## config.mk

```make
export PLATFORM = sky130hd
export DESIGN_NAME = irq_deleg_regs
export DESIGN_NICKNAME = d
export VERILOG_FILES = /design/src/rtl/irq_deleg_pkg.sv /design/src/rtl/irq_deleg_ctrl.sv /design/src/rtl/irq_deleg_dp.sv /design/src/rtl/irq_deleg_regs.sv
export SDC_FILE = /design/constraint.sdc
export NUM_CORES = 1
export LEC_CHECK = 0
export ABC_AREA = 1
export BUFFER_PORTS_ARGS = -buffer_cell sky130_fd_sc_hd__buf_2
export CORE_AREA = 2 2 89 91
export DETAILED_ROUTE_END_ITERATION = 7
export DIE_AREA = 0 0 91 93
export PLACE_DENSITY = 0.73
export SLEW_MARGIN = 10
export SYNTH_ARGS = -nofsm -noshare
export SYNTH_HDL_FRONTEND = slang
export SYNTH_HIERARCHICAL = 1
export SYNTH_SLANG_ARGS = --single-unit
```

## constraint.sdc

```tcl
create_clock -name clk -period 1 [get_ports clk]
set_input_delay 0.1 -clock clk [delete_from_list [all_inputs] [get_ports clk]]
set_output_delay 0.1 -clock clk [all_outputs]
set_load 0.005 [all_outputs]
```

## src/rtl/irq_deleg_pkg.sv

```systemverilog
package irq_deleg_pkg;
  // Interrupt bit positions; trap logic decodes these positions
  localparam int SSIP_BIT = 1;
  localparam int MSIP_BIT = 3;
  localparam int STIP_BIT = 5;
  localparam int MTIP_BIT = 7;
  localparam int SEIP_BIT = 9;
  localparam int MEIP_BIT = 11;
  localparam int NUM_EXC  = 16;
  localparam int RSVD_EXC = 14;

  localparam logic [15:0] INT_SUP = (16'(1) << SSIP_BIT) | (16'(1) << STIP_BIT) | (16'(1) << SEIP_BIT);
  localparam logic [15:0] INT_MCH = (16'(1) << MSIP_BIT) | (16'(1) << MTIP_BIT) | (16'(1) << MEIP_BIT);
  localparam logic [15:0] INT_ALL = INT_SUP | INT_MCH;
  localparam logic [15:0] INT_HW  = (16'(1) << MTIP_BIT) | (16'(1) << SEIP_BIT) | (16'(1) << MEIP_BIT);
  localparam logic [15:0] INT_SW  = INT_SUP & ~(16'(1) << SEIP_BIT);
  localparam logic [15:0] EXC_DLG = 16'hFFFF & ~(16'(1) << RSVD_EXC);

  typedef enum logic [2:0] {
    SEL_IEN    = 3'd0,
    SEL_IPEND  = 3'd1,
    SEL_IDLG   = 3'd2,
    SEL_EDLG   = 3'd3,
    SEL_SIEN   = 3'd4,
    SEL_SIPEND = 3'd5
  } regSel_e;

  typedef struct packed {
    logic wrIen;
    logic wrIpend;
    logic wrIdlg;
    logic wrEdlg;
    logic wrSien;
    logic wrSipend;
  } wrStrobe_t;
endpackage

```

## src/rtl/irq_deleg_ctrl.sv

```systemverilog
module irq_deleg_ctrl
  import irq_deleg_pkg::*;
(
  input  logic       accEn,
  input  logic [2:0] accSel,
  output wrStrobe_t  wrStb
);
  always_comb begin
    wrStb = '0;
    if (accEn) begin
      case (accSel)
        SEL_IEN:    wrStb.wrIen    = 1'b1;
        SEL_IPEND:  wrStb.wrIpend  = 1'b1;
        SEL_IDLG:   wrStb.wrIdlg   = 1'b1;
        SEL_EDLG:   wrStb.wrEdlg   = 1'b1;
        SEL_SIEN:   wrStb.wrSien   = 1'b1;
        SEL_SIPEND: wrStb.wrSipend = 1'b1;
        default:    wrStb = '0;
      endcase
    end
  end
endmodule

```

## src/rtl/irq_deleg_dp.sv

```systemverilog
module irq_deleg_dp
  import irq_deleg_pkg::*;
#(
  parameter int XLEN = 32
) (
  input  logic            clk,
  input  logic            rstN,
  input  wrStrobe_t       wrStb,
  input  logic [2:0]      rdSel,
  input  logic [XLEN-1:0] wdata,
  input  logic [XLEN-1:0] wmask,
  input  logic            hwMtip,
  input  logic            hwSeip,
  input  logic            hwMeip,
  output logic [XLEN-1:0] rdData,
  output logic [XLEN-1:0] ienQ,
  output logic [XLEN-1:0] ipendQ,
  output logic [XLEN-1:0] idlgQ,
  output logic [XLEN-1:0] edlgQ
);
  localparam logic [XLEN-1:0] IEN_M  = XLEN'(INT_ALL);
  localparam logic [XLEN-1:0] IDLG_M = XLEN'(INT_SUP);
  localparam logic [XLEN-1:0] SWP_M  = XLEN'(INT_SW);
  localparam logic [XLEN-1:0] HWP_M  = XLEN'(INT_HW);
  localparam logic [XLEN-1:0] EDLG_M = XLEN'(EXC_DLG);

  function automatic logic [XLEN-1:0] merge(input logic [XLEN-1:0] cur,
                                            input logic [XLEN-1:0] val,
                                            input logic [XLEN-1:0] m);
    return (cur & ~m) | (val & m);
  endfunction

  logic [XLEN-1:0] ienEff, pendEff, idlgEff, edlgEff;
  logic [XLEN-1:0] ienD, ipendD, idlgD, edlgD, hwVec, pendSw;

  always_comb begin
    ienEff  = wrStb.wrIen    ? (wmask & IEN_M)
            : wrStb.wrSien   ? (wmask & idlgQ & IEN_M) : '0;
    pendEff = wrStb.wrIpend  ? (wmask & SWP_M)
            : wrStb.wrSipend ? (wmask & idlgQ & SWP_M) : '0;
    idlgEff = wrStb.wrIdlg ? (wmask & IDLG_M) : '0;
    edlgEff = wrStb.wrEdlg ? (wmask & EDLG_M) : '0;

    hwVec = '0;
    hwVec[MTIP_BIT] = hwMtip;
    hwVec[SEIP_BIT] = hwSeip;
    hwVec[MEIP_BIT] = hwMeip;

    ienD   = merge(ienQ, wdata, ienEff);
    pendSw = merge(ipendQ, wdata, pendEff);
    ipendD = (pendSw & ~HWP_M) | hwVec;
    idlgD  = merge(idlgQ, wdata, idlgEff);
    edlgD  = merge(edlgQ, wdata, edlgEff);
  end

  always_ff @(posedge clk or negedge rstN) begin
    if (!rstN) begin
      ienQ   <= '0;
      ipendQ <= '0;
      idlgQ  <= '0;
      edlgQ  <= '0;
    end else begin
      ienQ   <= ienD;
      ipendQ <= ipendD;
      idlgQ  <= idlgD;
      edlgQ  <= edlgD;
    end
  end

  always_comb begin
    case (rdSel)
      SEL_IEN:    rdData = ienQ;
      SEL_IPEND:  rdData = ipendQ;
      SEL_IDLG:   rdData = idlgQ;
      SEL_EDLG:   rdData = edlgQ;
      SEL_SIEN:   rdData = ienQ & idlgQ;
      SEL_SIPEND: rdData = ipendQ & idlgQ;
      default:    rdData = '0;
    endcase
  end
endmodule

```

## src/rtl/irq_deleg_regs.sv

```systemverilog
module irq_deleg_regs
  import irq_deleg_pkg::*;
#(
  parameter int XLEN = 32
) (
  input  logic            clk,
  input  logic            rstN,
  input  logic            accEn,
  input  logic [2:0]      accSel,
  input  logic [XLEN-1:0] accWdata,
  input  logic [XLEN-1:0] accWmask,
  output logic [XLEN-1:0] rdData,
  input  logic            hwMtip,
  input  logic            hwSeip,
  input  logic            hwMeip,
  output logic [XLEN-1:0] irqEnable,
  output logic [XLEN-1:0] irqPending,
  output logic [XLEN-1:0] irqDeleg,
  output logic [XLEN-1:0] excDeleg
);
  wrStrobe_t wrStb;

  irq_deleg_ctrl u_ctrl (
    .accEn  (accEn),
    .accSel (accSel),
    .wrStb  (wrStb)
  );

  irq_deleg_dp #(.XLEN(XLEN)) u_dp (
    .clk    (clk),
    .rstN   (rstN),
    .wrStb  (wrStb),
    .rdSel  (accSel),
    .wdata  (accWdata),
    .wmask  (accWmask),
    .hwMtip (hwMtip),
    .hwSeip (hwSeip),
    .hwMeip (hwMeip),
    .rdData (rdData),
    .ienQ   (irqEnable),
    .ipendQ (irqPending),
    .idlgQ  (irqDeleg),
    .edlgQ  (excDeleg)
  );
endmodule

```

==> reports/metrics.yaml, run 1 <==
synth:
  netlist_top_cells_area: "buf_4 (36%), dfrtp_1 (30%), nand2_1 (6.7%)"
  ys_seq_area_share_pct: 30.18
  synth_top_area_cell: "buf_4"
  synth_area_mm2: 0.002405
  ys_ff_latch: 29
  ys_types: 23
  netlist_instances: 320
  synth_top_area_share_pct: 36.21
  postSynthAreaPerCell_um2: 7.515
  ys_warn_count: 6
cells_and_area:
  regArea_um2: 725.7
  layout_common_cells: "conb_1 (116), buf_2 (71), nand2_1 (43)"
  finish.utilization_pct: 40.96
  syn_to_final_growth_pct: 28.20
  final_common_cell: "conb_1"
  multi_input_comb_area_mm2: 0.001117
  nets: 525
  drive_gt1_share_pct: 36.64
  fillers: 793
  num_antenna_cells: 0
  layout.cells.non_filler: 555
power_and_ir_drop:
  swShare_pct: 33.71
  pwr-share-comb_pct: 41.6
  cell_internal_pwr_mw: 2.906
  clkPwrFrac_pct: 21.6
  power_frac_seq_pct: 36.8
  ir_drop_v: 0.0007845
  netSwitchingPower_mw: 1.478
  powerDensity_mw_per_mm2: 1422
  leakagePower_nw: 1.779
placement:
  io_buffers: 82
  place_inst: 523
  dpl.hpwl_mm: 4.319
  gp_congestion: 0.8485
worst_setup_path:
  endpoint_kind: "primary output"
  worst_setup_path_start_kind: "flip-flop"
  timing.rr.end: "u_dp/ipendQ[1]$_DFFE_PN0N_"
  r2r_start: "u_dp/idlgQ[1]$_DFFE_PN0N_"
  reg2reg_depth: 7
  worstPathMaxFanout: 2
  worstPathRequired_ns: 0.90
  r2r_slack_ns: -0.03
  path_class: "flip-flop to primary output"
  critPathArrivalTime_ns: 1.21
flow_run:
  cap_viol_max_count: 0
clocking:
  cts-buffers-inserted: 5
  clock_tree.root_cell: "clkbuf_8"
  clk_pin_slew_worst_paths_ns: 0.07
  clock_sinks: 29
  htree_levels: 2
  clk_latency_ns: 0.28
  cts_tree: "done"
  cts.path.max_buffers: 2
floorplan:
  core_area_mm2: 0.007527
  start_util_pct: 31.95
  die_y_um: 93
  rows: 32
  io_pins: 233
  die_area_mm2: 0.008463
  die_x_um: 91
timing:
  setup_ws_ns: -0.3050
  layout_min_cycle_time_ns: 1.305
  finClkSkew_ns: 0.0004002
  slew_viol_final: 0
  rsz0062_at_grt: "true"
  post-route-period-util_pct: 130.5
  finalHoldViolations: 0
  fmax_mhz: 766.3
  setup_viol: 15
global_routing:
  antenna_found_initial: 0
  first_global_vias: 1829
  grt_max_degree: 30
  grt_usage_pct: 11.97
  grt_pass1_wl_mm: 8.100
  overflow: 0
routing:
  first_pass_iters: 4
  drc: 0
  wirelength_mm: 5.794
  vias: 2205
  wl_per_cell_um: 10.44
  drtAntennaViolNets: 0
  drt_iter0_markers: 40
  vias_per_cell: 3.973
hold_path:
  holdPathStages: 2
  hold_end: "u_dp/ienQ[11]$_DFFE_PN0N_"
  hold_path_class: "input pin to flip-flop"
  hp-start: "accWmask[11]"
outcome:
  violations: "negative setup slack"
  run_status: "finished, violations left"
kinds of logic after synthesis:
kind of cell | synth area share [%]
flip-flops | 30.18
AND/OR/NAND/NOR | 16.34
AO/OA/AOI/OAI | 10.61
buffers and inverters | 42.72
other | 0.1559
per-layer routing:
metal | GRT usage (%) | vias up | part of all wire, %
li1 | - | 1041 | -
met4 | 4.924 | 0 | 1.8
met2 | 21.79 | 126 | 53
met1 | 13.42 | 1026 | 37
met3 | 2.820 | 12 | 7.6
met5 | 0 | - | 0
stage by stage:
| stage | area [um2] | hold slack, ns | setup TNS (ns) | setup slack (ns) | total power, mW |
|---|---|---|---|---|---|
| 5_1_grt | 3083 | 0.04273 | -2.429 | -0.3498 | 4.674 |
| 2_1_floorplan | 2836 | -0.1956 | 0 | 0.04165 | 2.481 |
| 6_report | 3083 | 0.03688 | -1.387 | -0.3050 | 4.384 |
| 3_3_place_gp | 2666 | 0.06401 | -1.469 | -0.1292 | 2.828 |
| 3_5_place_dp | 2666 | 0.06936 | -1.832 | -0.1273 | 2.863 |
| 4_1_cts | 2913 | 0.02669 | -1.557 | -0.2826 | 4.137 |
flip-flops by register name (all words and copies together) (netlist names):
signal,cells
u_dp/edlgQ,15
u_dp/ipendQ,5
u_dp/ienQ,6
u_dp/idlgQ,3
worst max-delay path, cell delays in order, from the launching register on:
cell     delay [ns]
dfrtp_1        0.40
inv_2          0.07
nand4_1        0.07
nand3_1        0.08
nand2_1        0.07
nand2_1        0.07
nand2_1        0.05
buf_2          0.13
Yosys cell counts, drive strengths merged:
library cell / instances
dfrtp: 29
buf: 119
o21ai: 8
a31oi: 13
a22oi: 1
nor2: 33
a22o: 1
nand2: 44
conb: 1
nor3: 3
inv: 35
a21oi: 22
o211ai: 1
nand4: 3
nand3: 7
worst max path at each step:
stage                                     startpoint                         to  slack, ns  cells after the start
after global placement                     accSel[1]  u_dp/edlgQ[0]$_DFFE_PN0N_      -0.13                      7
after CTS                 u_dp/ipendQ[5]$_DFFE_PN0N_                  rdData[5]      -0.28                      7
final                     u_dp/ipendQ[1]$_DFFE_PN0N_                  rdData[1]      -0.31                      7
after floorplan                            accSel[2]   u_dp/ienQ[1]$_DFFE_PN0N_       0.04                      8
after global routing      u_dp/ipendQ[5]$_DFFE_PN0N_                  rdData[5]      -0.35                      7
after detailed placement                   accSel[0]   u_dp/ienQ[1]$_DFFE_PN0N_      -0.13                      9
what timing repair did:
action                                  CTS  global route
resized for setup                        22            33
endpoints found under the setup margin   21            31
endpoints found under the hold margin    32             0
buffers inserted                         10            16
hold buffers                              4             0
pin swaps                                 8            10
final cells by class:
class / count / area share [%]
clock inverter: 2 / 0.3247
multi-input combinational: 252 / 36.24
tap: 102 / 4.140
timing repair buffer: 129 / 29.06
inverter: 35 / 4.343
clock buffer: 6 / 2.354
sequential: 29 / 23.54
power by group through the flow:
stage / Combinational [mW] / Sequential [mW] / Clock [mW]
finish: 1.82 / 1.62 / 0.947
global route: 2.00 / 1.65 / 1.03
CTS: 1.53 / 1.60 / 1.01
detailed placement: 1.25 / 1.61 / 0
global placement: 1.23 / 1.60 / 0
floorplan: 0.843 / 1.64 / 0
Note: power is estimated with default switching activity, not from simulation.
==> inputs of run 2 (changes only) <==
==> constraint.sdc (replaced) <==
create_clock -name clk -period 1 [get_ports clk]
set_input_delay 0.1 -clock clk [delete_from_list [all_inputs] [get_ports clk]]
set_output_delay 0.1 -clock clk [all_outputs]
set_load 0.1 [all_outputs]
==> run 2 against run 1 <==
The run still ends with negative setup slack left. First-iteration DRC count grew 25%. Setup slack lost 0.21 ns. Critical endpoint is now rdData[5]. Sequential share of layout area shrank 3.6 points. Largest power group unchanged. Critical path type unchanged. Final area grew 35%. Maximum frequency shrank 14%. Clock power grew 33%. Cell count grew 1.3%. Combinational power grew to 3.9 times the previous value.
==> reports/metrics.yaml, run 2 (synthesis gave the netlist of run 1 again) <==
outcome:
  run_status: "finished, violations left"
  violations: "negative setup slack"
cells_and_area:
  num_antenna_cells: 0  # unchanged
  final_common_cell: "conb_1"
  top_regs: "u_dp/edlgQ x15, u_dp/ienQ x6, u_dp/ipendQ x5"
  multi_input_comb_area_mm2: 0.001335  # +19%
  largest_reg_flops: 15  # unchanged
  syn_to_final_growth_pct: 73.05
  top_register: "u_dp/edlgQ"
  layout_common_cells: "conb_1 (116), buf_12 (45), buf_2 (37)"
  drive_gt1_share_pct: 50.65  # +14 points
  nets: 532  # +1.3%
  fillers: 635  # -20%
  regArea_um2: 829.5  # +14%
global_routing:
  first_global_vias: 2085  # +14%
  use_met2_pct: 29.94  # +8.1 points
  use_met1_pct: 14.77  # +1.3 points
  grt_usage_pct: 15.04  # +3.1 points
  overflow: 0  # unchanged
  grt_max_degree: 18  # -40%
  grt_pass1_wl_mm: 10.16  # +25%
  antenna_found_initial: 0  # unchanged
  use_met3_pct: 4.351  # +1.5 points
  top_usage_layer: "met2"
power_and_ir_drop:
  swShare_pct: 57.19  # +23 points
  cell_internal_pwr_mw: 4.409  # +52%
  powerDensity_mw_per_mm2: 2475  # +74%
  netSwitchingPower_mw: 5.890  # +300%
  clkPwrFrac_pct: 12.2  # -9.4 points
  pwr-share-comb_pct: 69.2  # +28 points
  power_frac_seq_pct: 18.5  # -18 points
  leakagePower_nw: 2.067  # +16%
  ir_drop_v: 0.001171  # +49%
timing:
  finClkSkew_ns: 0.0003590  # -0.00004119 ns
  slew_viol_final: 0  # unchanged
  fmax_mhz: 660.6  # -14%
  setup_viol: 48  # +33
  hold-worst-slack_ns: 0.05481  # +0.01793 ns
  post-route-period-util_pct: 151.4  # +21 points
  finalHoldViolations: 0  # unchanged
  layout_min_cycle_time_ns: 1.514  # +0.2087 ns
  fin_tns_setup_ns: -6.948  # -5.561 ns
  rsz0062_at_grt: "true"
  setup_ws_ns: -0.5137  # -0.2087 ns
floorplan:
  io_pins: 233  # unchanged
  rows: 32  # unchanged
  die_area_mm2: 0.008463  # unchanged
  start_util_pct: 31.95  # unchanged
  core_area_mm2: 0.007527  # unchanged
  die_x_um: 91  # unchanged
  die_y_um: 93  # unchanged
clocking:
  cts-buffers-inserted: 5  # unchanged
  clk_pin_slew_worst_paths_ns: 0.07  # about the same
  clock_sinks: 29  # unchanged
  cts.path.max_buffers: 2  # unchanged
  cts_tree: "done"
  htree_levels: 2  # unchanged
  clk_latency_ns: 0.27  # about the same
  clock_tree.root_cell: "clkbuf_8"
worst_setup_path:
  crit_chain: "inv_4, nand4_1, nand3_1, nand2_1, nand2_2, nand2_8, buf_12"
  slowest_stage: "dfrtp_4"
  worst_setup_path_start_kind: "flip-flop"
  path_class: "flip-flop to primary output"
  worstPathMaxFanout: 2  # unchanged
  worstPathRequired_ns: 0.90  # about the same
  critPathArrivalTime_ns: 1.41  # +0.20 ns
  endpoint_kind: "primary output"
  critPathMaxStageDelay_ns: 0.49  # +0.09 ns
placement:
  dpl.hpwl_mm: 5.392  # +25%
  gp_congestion: 0.8082  # -4.7%
  io_buffers: 82  # unchanged
hold_path:
  hold_path_class: "input pin to flip-flop"
routing:
  vias_per_cell: 3.938  # -0.89%
  drt_iter0_markers: 50  # +25%
  first_pass_iters: 4  # unchanged
  drtAntennaViolNets: 0  # unchanged
  vias: 2213  # +0.36%
  wirelength_mm: 6.606  # +14%
  drc: 0  # unchanged
  wl_per_cell_um: 11.75  # +13%
flow_run:
  cap_viol_max_count: 0  # unchanged
run 2: worst paths after layout:
path                       depth (start not counted)  slack (ns)                       start                         end
max                                                7       -0.51  u_dp/ipendQ[5]$_DFFE_PN0N_                   rdData[5]
min                                                2        0.05                accWmask[11]   u_dp/ienQ[11]$_DFFE_PN0N_
max reg2reg                                        6       -0.05   u_dp/idlgQ[1]$_DFFE_PN0N_    u_dp/ienQ[1]$_DFFE_PN0N_
min reg2reg                                        2        0.63   u_dp/edlgQ[4]$_DFFE_PN0N_   u_dp/edlgQ[4]$_DFFE_PN0N_
max in group asynchronous                          3        0.30                        rstN   u_dp/edlgQ[2]$_DFFE_PN0N_
min in group asynchronous                          2        0.27                        rstN  u_dp/ipendQ[1]$_DFFE_PN0N_
run 2: layout make-up:
type	instances	share of cell area, %
clock inverter	1	0.7216
timing repair buffer	136	38.24
clock buffer	7	2.075
sequential	29	19.93
multi-input combinational	252	32.08
inverter	35	3.879
tap	102	3.067
run 2: repair_timing:
action / CTS / global route
pin swaps: 5 / 4
resized for setup: 32 / 24
hold buffers: 4 / 0
setup buffers: 10 / 11
setup endpoints to repair: 46 / 63
endpoints found under the hold margin: 15 / 0
run 2: layer usage:
layer  routed length, um  up-vias
met1                2221     1035
met3                 563        6
met5                   0        -
met4                  81        0
li1                    -     1055
met2                3740      117
run 2: worst max-delay path: cells and delay by family (launching register included):
family	cells	cell delay [ns]
buffers and inverters	2	0.24
DFF	1	0.49
and+or+nand+nor	5	0.41
run 2: power by group through the flow:
stage | combinational, mW | clock, mW | sequential (mW)
global placement | 6.70 | 0 | 1.89
CTS | 7.04 | 1.30 | 1.91
floorplan | 3.26 | 0 | 3.73
finish | 7.13 | 1.26 | 1.91
global route | 7.35 | 1.33 | 1.94
detailed placement | 6.75 | 0 | 1.91
run 2: per-stage QoR:
stage / cell area (um2) / worst slack [ns] / util [%] / total power, mW / cells
finish: 4161 / -0.5137 / 55.29 / 10.30 / 562
CTS: 4083 / -0.4992 / 54.24 / 10.25 / 558
floorplan: 3154 / -0.8253 / - / 6.988 / 435
detailed placement: 3747 / -0.3170 / 49.78 / 8.663 / 537
global placement: 3747 / -0.2316 / 49.78 / 8.593 / 537
global route: 4161 / -0.5677 / 55.29 / 10.62 / 562
==> inputs of run 3 (changes only) <==
--- a/config.mk
+++ b/config.mk
@@ -5,7 +5,6 @@
 export SDC_FILE = /design/constraint.sdc
 export NUM_CORES = 1
 export LEC_CHECK = 0
-export ABC_AREA = 1
 export BUFFER_PORTS_ARGS = -buffer_cell sky130_fd_sc_hd__buf_2
 export CORE_AREA = 2 2 89 91
 export DETAILED_ROUTE_END_ITERATION = 7
==> run 3 against run 2 <==
The run still ends with negative setup slack left. Combinational power increased by 5.2%. Global-route usage decreased by 0.12 points. Critical path depth decreased by 3. Via count decreased by 12%. Maximum frequency decreased by 7.3%. Clock power decreased by 24%. Critical path type unchanged. Critical endpoint is now rdData[1]. Largest cell class unchanged.
==> reports/metrics.yaml, run 3 <==
global_routing:
  grt_pass1_wl_mm: 9.756  # -3.9%
  grt_usage_pct: 14.91  # -0.12 points
  overflow: 0  # unchanged
  antenna_found_initial: 0  # unchanged
  first_global_vias: 1823  # -13%
  grt_max_degree: 30  # +12
timing:
  post-route-period-util_pct: 163.3  # +12 points
  layout_min_cycle_time_ns: 1.633  # +0.1191 ns
  slew_viol_final: 0  # unchanged
  fin_tns_setup_ns: -10.93  # -3.985 ns
  fmax_mhz: 612.5  # -7.3%
  setup_ws_ns: -0.6328  # -0.1191 ns
  rsz0062_at_grt: "true"
  finClkSkew_ns: 0.0009855  # +0.0006265 ns
  setup_viol: 53  # +10%
  finalHoldViolations: 0  # unchanged
synth:
  synth_top_area_cell: "buf_4"
  synthArstFlopShare_pct: 100.0  # unchanged
  postSynthAreaPerCell_um2: 9.472  # +26%
  synth_edf_count: 0  # unchanged
  ys_ff_latch: 29  # unchanged
  ys_seq_area_share_pct: 29.93  # -0.25 points
  synth_top_area_share_pct: 36.22  # about the same
  ys_types: 28  # +22%
  netlist_instances: 256  # -20%
  yosysMostFrequentCell: "buf_4"
  ys_warn_count: 6  # unchanged
  netlist_top_cells_area: "buf_4 (36%), dfrtp_1 (30%), mux2_2 (13%)"
  synth_area_mm2: 0.002425  # +0.83%
  synth_flop_cell: "dfrtp_1"
  synth_common_cells: "buf_4 (117), dfrtp_1 (29), mux2_2 (27)"
power_and_ir_drop:
  ir_drop_v: 0.001341  # +15%
  powerDensity_mw_per_mm2: 2440  # -1.4%
  power_mw: 10.34  # +0.37%
  leakagePower_nw: 2.031  # -1.7%
clocking:
  cts_tree: "done"
  clock_sinks: 29  # unchanged
  clk_latency_ns: 0.29  # +0.02 ns
  htree_levels: 2  # unchanged
  cts.path.max_buffers: 2  # unchanged
  clk_pin_slew_worst_paths_ns: 0.06  # about the same
  clock_tree.root_cell: "clkbuf_8"
  cts-buffers-inserted: 5  # unchanged
cells_and_area:
  top_register: "u_dp/edlgQ"
  top_regs: "u_dp/edlgQ x15, u_dp/ienQ x6, u_dp/ipendQ x5"
  drive_gt1_share_pct: 59.39  # +8.7 points
  fillers: 624  # -1.7%
  layout_common_cells: "conb_1 (116), buf_12 (46), buf_2 (35), buf_6 (35), dfrtp_4 (27)"
  largest_reg_flops: 15  # unchanged
  num_antenna_cells: 0  # unchanged
  syn_to_final_growth_pct: 74.72
  final_common_cell: "conb_1"
  nets: 466  # -12%
floorplan:
  rows: 32  # unchanged
  die_y_um: 93  # unchanged
  start_util_pct: 32.21  # +0.27 points
  die_area_mm2: 0.008463  # unchanged
  die_x_um: 91  # unchanged
  io_pins: 233  # unchanged
  core_area_mm2: 0.007527  # unchanged
outcome:
  violations: "negative setup slack"
  run_status: "finished, violations left"
worst_setup_path:
  critPathTopFamily: "flip-flops"
  critPathMaxStageDelay_ns: 0.48  # about the same
  worstPathMaxFanout: 2  # unchanged
  worst_setup_path_start_kind: "flip-flop"
  endpoint_kind: "primary output"
  slowest_stage: "dfrtp_4"
  cp_num_buf_inv: 1  # -1
  path_class: "flip-flop to primary output"
  critPathArrivalTime_ns: 1.53  # +0.12 ns
  crit_chain: "mux2_4, a22oi_2, o221ai_4, buf_12"
  worstPathRequired_ns: 0.90  # about the same
routing:
  wl_met3_um: 470  # -17%
  wirelength_mm: 6.667  # +0.92%
  vias: 1938  # -12%
  dr_wl_met2_mm: 3.582  # -4.2%
  highest_layer: "met4"
  wl_met1_mm: 2.535  # +14%
  drc: 0  # unchanged
  drtAntennaViolNets: 0  # unchanged
  first_pass_iters: 4  # unchanged
  wl_per_cell_um: 13.44  # +14%
  vias_per_cell: 3.907  # -0.77%
  drt_iter0_markers: 38  # -24%
placement:
  gp_congestion: 0.8439  # +4.4%
  io_buffers: 82  # unchanged
  dpl.hpwl_mm: 4.813  # -11%
flow_run:
  cap_viol_max_count: 0  # unchanged
hold_path:
  hold_path_class: "input pin to flip-flop"
-- run 3: cell families (layout without fill, tap and decap cells) --
family	Yosys count	in the layout	share of synthesized area, %
simple gates	57	57	13.72
other cells	1	116	0.1547
buf+inv	122	145	37.46
mux	30	30	14.19
compound gates	17	17	4.541
flops	29	29	29.93
-- run 3: power breakdown --
group	internal, mW	switching, mW	total [mW]	leakage [nW]
clock network	0.481	0.480	0.961	0.0450
registers	1.60	0.275	1.87	0.320
logic	2.41	5.09	7.50	1.67
total	4.49	5.84	10.3	2.03
-- run 3: cell type report --
class                   count  area, um2  share of cell area (%)
repair buffers            137       1658                   39.13
multi-input cells         220       1539                   36.33
flip-flops and latches     29      829.5                   19.58
well taps                 102      127.6                   3.012
clock buffers               6      72.57                   1.713
clock inverters             2      10.01                  0.2363
-- run 3: worst register-to-register path: cells and delay by family (launching register included) --
family                 cells  cell delay (ns)
flip-flops                 1             0.51
AND/OR/NAND/NOR            1             0.06
multiplexers               1             0.29
buffers and inverters      1             0.14
AO/OA/AOI/OAI              1             0.11
-- run 3: metal layers --
layer | up-vias | GRT usage, %
met2 | 108 | 26.42
li1 | 894 | -
met3 | 5 | 3.304
met5 | - | 0
met1 | 931 | 17.78
met4 | 0 | 5.303
-- run 3: path summary, 6_finish.rpt --
path	startpoint	endpoint	slack, ns	cells after the start
max	u_dp/ipendQ[1]$_DFFE_PN0N_	rdData[1]	-0.63	4
min	accWdata[10]	u_dp/edlgQ[10]$_DFFE_PN0N_	0.04	2
max reg2reg	u_dp/idlgQ[1]$_DFFE_PN0N_	u_dp/ipendQ[1]$_DFFE_PN0N_	-0.21	4
min reg2reg	u_dp/edlgQ[12]$_DFFE_PN0N_	u_dp/edlgQ[12]$_DFFE_PN0N_	0.59	1
max in group asynchronous	rstN	u_dp/edlgQ[7]$_DFFE_PN0N_	0.30	3
min in group asynchronous	rstN	u_dp/edlgQ[15]$_DFFE_PN0N_	0.36	3
-- run 3: stage by stage --
| stage | cells | setup WS (ns) | hold slack (ns) | util, % | cell area (um2) |
|---|---|---|---|---|---|
| 2_1_floorplan | 371 | -0.6357 | -0.1956 | - | 3211 |
| 3_3_place_gp | 467 | -0.3788 | 0.1386 | 50.15 | 3775 |
| 3_5_place_dp | 467 | -0.4326 | 0.1401 | 50.15 | 3775 |
| 4_1_cts | 486 | -0.6373 | 0.03196 | 53.92 | 4059 |
| 5_1_grt | 496 | -0.6927 | 0.03792 | 56.28 | 4237 |
| 6_report | 496 | -0.6328 | 0.03947 | 56.28 | 4237 |
-- run 3: timing repair --
item                                   4_1_cts  5_1_grt
setup endpoints to repair                   58       70
endpoints found under the hold margin       32        0
pin swaps                                    2       10
resized for setup                           27       35
buffers inserted                             7       17
hold buffers                                 4        0
